--- src/rtl/fbx_pkg.sv ---
package fbx_pkg;

    typedef enum logic [3:0] {
        S_IDLE,
        S_POS,
        S_SIZE,
        S_WTAKE,
        S_WLO,
        S_WHI,
        S_WFIN,
        S_RLO,
        S_RCAPLO,
        S_RCAPHI,
        S_ROUT
    } xfer_state_e;

    function automatic logic op_is_xfer(input logic [7:0] op);
        return (op[7:5] == 3'b101) || (op[7:5] == 3'b110);
    endfunction

    function automatic logic op_is_read(input logic [7:0] op);
        return (op & 8'hE0) == 8'hC0;
    endfunction

endpackage

--- src/rtl/fbx_rect_decode.sv ---
module fbx_rect_decode #(
    parameter int XW = 10,
    parameter int YW = 9
) (
    input  logic [XW-1:0] wfield,
    input  logic [YW-1:0] hfield,
    output logic [XW:0]   w,
    output logic [YW:0]   h
);
    logic [XW-1:0] wm1;
    logic [YW-1:0] hm1;

    // minus one, truncated to the field width, plus one: zero means full span
    always_comb begin
        wm1 = wfield - 1'b1;
        hm1 = hfield - 1'b1;
        w   = {1'b0, wm1} + (XW+1)'(1);
        h   = {1'b0, hm1} + (YW+1)'(1);
    end
endmodule

--- src/rtl/fbx_raster_walker.sv ---
module fbx_raster_walker #(
    parameter int XW = 10,
    parameter int YW = 9
) (
    input  logic            clk,
    input  logic            rst_n,
    input  logic            load,
    input  logic [XW-1:0]   x0,
    input  logic [YW-1:0]   y0,
    input  logic [XW:0]     w,
    input  logic [YW:0]     h,
    input  logic            step,
    output logic [XW+YW-1:0] addr,
    output logic            last,
    output logic            done
);
    logic [XW-1:0] bx;
    logic [YW-1:0] cy;
    logic [XW-1:0] col;
    logic [XW:0]   wlen;
    logic [YW:0]   rem;
    logic          row_end;
    logic [XW-1:0] cx;

    always_comb begin
        row_end = (({1'b0, col} + (XW+1)'(1)) == wlen);
        cx      = bx + col;                 // wraps modulo 2**XW
        addr    = {cy, cx};
        done    = (rem == '0);
        last    = (rem == (YW+1)'(1)) && row_end;
    end

    always_ff @(posedge clk) begin
        if (!rst_n) begin
            bx   <= '0;
            cy   <= '0;
            col  <= '0;
            wlen <= '0;
            rem  <= '0;
        end else if (load) begin
            bx   <= x0;
            cy   <= y0;
            col  <= '0;
            wlen <= w;
            rem  <= h;
        end else if (step) begin
            if (row_end) begin
                col <= '0;
                cy  <= cy + 1'b1;           // wraps modulo 2**YW
                rem <= rem - 1'b1;
            end else begin
                col <= col + 1'b1;
            end
        end
    end

    p_step_live_r8: assert property (@(posedge clk) disable iff (!rst_n)
        step |-> !done);

    p_col_range_r5: assert property (@(posedge clk) disable iff (!rst_n)
        !done |-> ({1'b0, col} < wlen));
endmodule

--- src/rtl/fb_rect_xfer.sv ---
module fb_rect_xfer
    import fbx_pkg::*;
#(
    parameter int XW = 10,
    parameter int YW = 9,
    parameter int PW = 16
) (
    input  logic                 clk,
    input  logic                 rst_n,
    input  logic                 in_valid,
    input  logic [2*PW-1:0]      in_data,
    output logic                 in_ready,
    output logic                 rd_valid,
    output logic [2*PW-1:0]      rd_data,
    input  logic                 rd_pop,
    output logic [XW+YW-1:0]     mem_addr,
    output logic                 mem_we,
    output logic [PW-1:0]        mem_wdata,
    output logic                 mem_re,
    input  logic [PW-1:0]        mem_rdata,
    output logic                 busy,
    output logic                 img_ready,
    output logic                 wr_done,
    output logic [XW-1:0]        done_x,
    output logic [YW-1:0]        done_y,
    output logic [XW:0]          done_w,
    output logic [YW:0]          done_h
);
    localparam int DW = 2 * PW;

    xfer_state_e   state, nxt;
    logic          is_rd_q;
    logic [XW-1:0] px_q;
    logic [YW-1:0] py_q;
    logic [XW:0]   rw_q, dec_w;
    logic [YW:0]   rh_q, dec_h;
    logic [DW-1:0] wword_q, rword_q;
    logic          w_load, w_step, w_last, w_done;
    logic          take;

    assign take = in_valid && in_ready;

    fbx_rect_decode #(.XW(XW), .YW(YW)) u_dec (
        .wfield (in_data[XW-1:0]),
        .hfield (in_data[PW +: YW]),
        .w      (dec_w),
        .h      (dec_h)
    );

    fbx_raster_walker #(.XW(XW), .YW(YW)) u_walk (
        .clk   (clk),
        .rst_n (rst_n),
        .load  (w_load),
        .x0    (px_q),
        .y0    (py_q),
        .w     (dec_w),
        .h     (dec_h),
        .step  (w_step),
        .addr  (mem_addr),
        .last  (w_last),
        .done  (w_done)
    );

    // next state
    always_comb begin
        nxt = state;
        unique case (state)
            S_IDLE:   if (in_valid && op_is_xfer(in_data[DW-1 -: 8])) nxt = S_POS;
            S_POS:    if (in_valid) nxt = S_SIZE;
            S_SIZE:   if (in_valid) nxt = is_rd_q ? S_RLO : S_WTAKE;
            S_WTAKE:  if (in_valid) nxt = S_WLO;
            S_WLO:    nxt = w_last ? S_WFIN : S_WHI;
            S_WHI:    nxt = w_last ? S_WFIN : S_WTAKE;
            S_WFIN:   nxt = S_IDLE;
            S_RLO:    nxt = S_RCAPLO;
            S_RCAPLO: nxt = w_done ? S_ROUT : S_RCAPHI;
            S_RCAPHI: nxt = S_ROUT;
            S_ROUT:   if (rd_pop) nxt = w_done ? S_IDLE : S_RLO;
            default:  nxt = S_IDLE;
        endcase
    end

    // outputs
    always_comb begin
        in_ready  = 1'b0;
        mem_we    = 1'b0;
        mem_re    = 1'b0;
        w_step    = 1'b0;
        mem_wdata = wword_q[PW-1:0];
        rd_valid  = 1'b0;
        wr_done   = 1'b0;
        img_ready = 1'b0;
        unique case (state)
            S_IDLE, S_POS, S_WTAKE: in_ready = 1'b1;
            S_SIZE:   in_ready = 1'b1;
            S_WLO:    begin mem_we = 1'b1; w_step = 1'b1; end
            S_WHI:    begin mem_we = 1'b1; w_step = 1'b1; mem_wdata = wword_q[DW-1:PW]; end
            S_WFIN:   wr_done = 1'b1;
            S_RLO:    begin mem_re = 1'b1; w_step = 1'b1; img_ready = 1'b1; end
            S_RCAPLO: begin mem_re = !w_done; w_step = !w_done; img_ready = 1'b1; end
            S_RCAPHI: img_ready = 1'b1;
            S_ROUT:   begin rd_valid = 1'b1; img_ready = 1'b1; end
            default:  ;
        endcase
        w_load = (state == S_SIZE) && in_valid;
        busy   = (state != S_IDLE);
    end

    assign rd_data = rword_q;
    assign done_x  = px_q;
    assign done_y  = py_q;
    assign done_w  = rw_q;
    assign done_h  = rh_q;

    // state register and datapath latches
    always_ff @(posedge clk) begin
        if (!rst_n) begin
            state   <= S_IDLE;
            is_rd_q <= 1'b0;
            px_q    <= '0;
            py_q    <= '0;
            rw_q    <= '0;
            rh_q    <= '0;
            wword_q <= '0;
            rword_q <= '0;
        end else begin
            state <= nxt;
            if (state == S_IDLE && take) is_rd_q <= op_is_read(in_data[DW-1 -: 8]);
            if (state == S_POS && take) begin
                px_q <= in_data[XW-1:0];
                py_q <= in_data[PW +: YW];
            end
            if (state == S_SIZE && take) begin
                rw_q <= dec_w;
                rh_q <= dec_h;
            end
            if (state == S_WTAKE && take) wword_q <= in_data;
            if (state == S_RCAPLO) rword_q <= {{PW{1'b0}}, mem_rdata};
            if (state == S_RCAPHI) rword_q[DW-1:PW] <= mem_rdata;
        end
    end

    p_acc_excl_r5: assert property (@(posedge clk) disable iff (!rst_n)
        !(mem_we && mem_re));

    p_idle_quiet_r2: assert property (@(posedge clk) disable iff (!rst_n)
        !busy |-> (!mem_we && !mem_re));

    p_img_in_xfer_r11: assert property (@(posedge clk) disable iff (!rst_n)
        img_ready |-> busy);

    p_hold_out_r6: assert property (@(posedge clk) disable iff (!rst_n)
        (rd_valid && !rd_pop) |=> (rd_valid && $stable(rd_data)));

    p_done_single_r9: assert property (@(posedge clk) disable iff (!rst_n)
        wr_done |=> (!wr_done && !busy));
endmodule

--- config.mk ---
export PLATFORM = sky130hd
export DESIGN_NAME = fb_rect_xfer
export DESIGN_NICKNAME = d
export VERILOG_FILES = /design/src/rtl/fbx_pkg.sv /design/src/rtl/fbx_rect_decode.sv /design/src/rtl/fbx_raster_walker.sv /design/src/rtl/fb_rect_xfer.sv
export SDC_FILE = /design/constraint.sdc
export NUM_CORES = 1
export LEC_CHECK = 0
export CORE_MARGIN = 3
export CORE_UTILIZATION = 30
export CTS_BUF_LIST = sky130_fd_sc_hd__clkbuf_2 sky130_fd_sc_hd__clkbuf_4 sky130_fd_sc_hd__clkbuf_8
export CTS_CLUSTER_SIZE = 24
export DETAILED_ROUTE_END_ITERATION = 6
export GPL_TIMING_DRIVEN = 0
export PLACE_DENSITY_LB_ADDON = 0.2
export SKIP_LAST_GASP = 1
export SYNTH_ARGS = -nofsm -noshare
export SYNTH_HDL_FRONTEND = slang
export SYNTH_SLANG_ARGS = --single-unit
--- constraint.sdc ---
create_clock -name clk -period 7.4 [get_ports clk]
set_input_delay 1.11 -clock clk [delete_from_list [all_inputs] [get_ports clk]]
set_output_delay 1.11 -clock clk [all_outputs]
set_load 0.01 [all_outputs]
==> results.yml <==
run_status:
  status: "completed"
critical_path:
  cp_max_fo: 7
  crit_path_end_kind: "output port"
  start_kind: "flip-flop"
  cp.required_ns: 6.29
  arrival_ns: 3.32
  critPathKind: "reg -> out"
sta:
  finalHoldViolCount: 0
  final.setup.tns_ns: 0
  timing.fmax_mhz: 226
  post-route-min-period_ns: 4.43
  skew_ns: 0.0132
  max_slew_margin_pct: 46.6
  setup_violations: 0
  finalMaxSlewViolations: 0
  grt_setup_unrepaired: "no"
  worst_pin_slew_ns: 0.795
  fin_crit_sh_pct: 59.9
power_and_ir_drop:
  pwr-share-clk_pct: 40.2
  internal_power_uw: 1270
  p_leak_uw: 0.00365
  seqPwrFrac_pct: 50.5
  power.switching_uw: 453
  p_comb_share_pct: 9.3
  p_per_area_mw_per_mm2: 168
  ir_worst_vdd_v: 0.0000895
  swShare_pct: 26.3
final_layout:
  stdcell_count: 1526
  drive_above_1_share_pct: 6.44
  nets: 1252
  multi_input_area_sq_mm: 0.00435
  fillers: 2692
  syn_to_final_growth_pct: 29.7
  final-seq-area_sq_mm: 0.00318
  diodes: 0
logic_synthesis:
  ys_seq_area_share_pct: 40.2
  synth-edff-count: 0
  synthDistinctLibCells: 70
  yosysMostFrequentCell: "nand2_1"
  ys_ff_latch: 159
  synthCells: 1013
  synth.area.top_cells: "dfxtp_1 40%, nand2_1 11%, a21oi_1 7.5%"
  synth_top_area_share_pct: 40.2
  async_reset_ff_share_pct: 0
  synthFlopType: "dfxtp_1"
  synth_area_per_cell_sq_um: 7.81
  yosysWarnings: 0
  syn_nets: 1081
  syn_area_sq_mm: 0.00791
  yosys-top-cells-count: "225 x nand2_1, 159 x dfxtp_1, 118 x a21oi_1"
  yosysTopAreaCell: "dfxtp_1"
placement:
  gp_congestion: 0.907
  io_buffer_count: 152
  placed_cells: 1495
  dp_hpwl_um: 20600
global_route:
  grt_max_degree: 17
  grt_remaining_overflow: 0
  grt_pass1_vias: 7199
  grt_pass1_wl_um: 42400
  grt_usage_pct: 19.2
  antenna_found_initial: 0
clocking:
  cts.sinks: 159
  clk_latency_ns: 0.46
  clock_path_buffers: 2
  cts_buffers: 17
  cts_hold_buf: 0
  post_cts_buffers: 0
  cts_tree: "yes"
  clkSlewWorstSetupHoldPaths_ns: 0.09
  ctsResizeCount: 0
  root_buffer: "clkbuf_8"
  htree_levels: 4
floorplan:
  dieArea_sq_mm: 0.0284
  fp.coreArea_sq_mm: 0.0255
  rows: 58
  die_x_um: 168
  io_pins: 166
  die_h_um: 168
  initial_utilization_pct: 31.0
routing:
  route.met3.wl_um: 1740
  final_antenna_net_count: 0
  route.met2.wl_um: 12700
  drc: 0
  wl_met1_um: 12700
  wl_per_cell_um: 18.1
  routed_wl_um: 27700
  vias: 7740
  drt-initial-drc-count: 455
  vias_per_cell: 5.07
  highest_layer: "met4"
  drt_pass1_iterations: 5
min_path:
  worstHoldPathType: "reg -> reg"
job:
  drv_cap: 0
critical path: stages (launching register included):
cell,delay (ns)
dfxtp_1,0.51
ha_1,0.29
a21o_1,0.18
a21oi_1,0.22
o21bai_1,0.09
a21oi_1,0.24
o21ai_0,0.21
or4_1,0.48
and3_1,0.17
clkdlybuf4s50_1,0.47
power by group through the flow:
| stage | registers (uW) | logic (uW) | clock network, uW |
|---|---|---|---|
| floorplan | 889 | 84.7 | 0 |
| global route | 873 | 175 | 742 |
| finish | 871 | 160 | 693 |
| global placement | 892 | 160 | 0 |
| detailed placement | 892 | 159 | 0 |
| CTS | 872 | 160 | 710 |
final timing paths:
check	startpoint	end	slack, ns	depth (start not counted)
setup reg to reg	u_walk.rem[0]$_SDFFE_PN0P_	u_walk.cy[4]$_SDFFE_PN0P_	3.90	12
hold / removal	done_w[10]$_SDFFE_PN0P_	done_w[10]$_SDFFE_PN0P_	0.44	2
setup / recovery	u_walk.col[1]$_SDFFE_PP0P_	mem_addr[9]	2.97	9
hold reg to reg	done_w[10]$_SDFFE_PN0P_	done_w[10]$_SDFFE_PN0P_	0.44	2
cell type report:
type / instances / share of cell area [%]
Buffer: 73 / 2.88
Timing Repair Buffer: 152 / 14.8
Sequential cell: 159 / 31.0
Clock inverter: 12 / 1.54
Clock buffer: 19 / 2.49
Tap cell: 330 / 4.03
Inverter: 21 / 0.768
Multi-Input combinational cell: 760 / 42.4
flip-flops by register name, indices dropped and copies added (netlist names), 9 cells and up:
| name | count |
|---|---|
| done_h | 10 |
| done_x | 10 |
| rd_data | 32 |
| u_walk.rem | 10 |
| u_walk.cy | 9 |
| done_w | 11 |
| done_y | 9 |
| u_walk.bx | 10 |
| wword_q | 32 |
| u_walk.col | 10 |
| u_walk.wlen | 11 |
through the flow:
stage                     hold slack [ns]  util, %  worst slack [ns]  total power [uW]  instance area (sq um)
after CTS                           0.448     40.2              2.96              1740                  10300
after global placement              0.428     38.5              3.42              1050                   9840
after floorplan                     0.433        -              4.18               974                   7910
final                               0.441     40.2              2.97              1720                  10300
after global routing                0.470     40.2              2.79              1790                  10300
after detailed placement            0.434     38.5              3.44              1050                   9840
cell usage in the layout, fill, tap and decap left out, types with 7 or more instances in the layout:
cell             netlist  routed
clkbuf_1              58      58
nand2_1              225     225
a21o_1                10      10
mux2_2                19      19
nor3_1                26      26
xor2_1                17      17
a211oi_1               7       7
a22oi_1               21      21
xnor2_1               29      29
dfxtp_1              159     159
nand4_1                8       8
nand2b_1               7       7
clkbuf_8               0      18
ha_1                  15      15
a21oi_1              118     118
mux2i_1                7       7
nor4_1                 8       8
buf_2                  8       8
nand3_1               25      25
o21ai_0               22      22
and3_1                13      13
o211ai_1               7       7
clkdlybuf4s50_1        0     152
nor2b_1               10      10
inv_1                 21      21
nor2_1                81      81
cell families (layout without fill, tap and decap cells):
kind of cell               after synthesis  count (layout)  synth area share [%]
AOI/OAI and AO/OA                      229             229                  17.9
DFF                                    159             159                  40.2
buffers and inverters                   94             277                  4.73
and+or+nand+nor                        443             443                  25.8
adders and majority gates               16              16                  2.63
muxes                                   26              26                  3.59
xor gates and xnor gates                46              46                  5.09
per-layer routing:
layer | vias up | global-route usage, %
li1 | 3841 | -
met4 | 0 | 5.83
met5 | - | 0
met2 | 199 | 30.2
met3 | 29 | 5.12
met1 | 3671 | 25.7
Power figures use the tool's default switching activity.
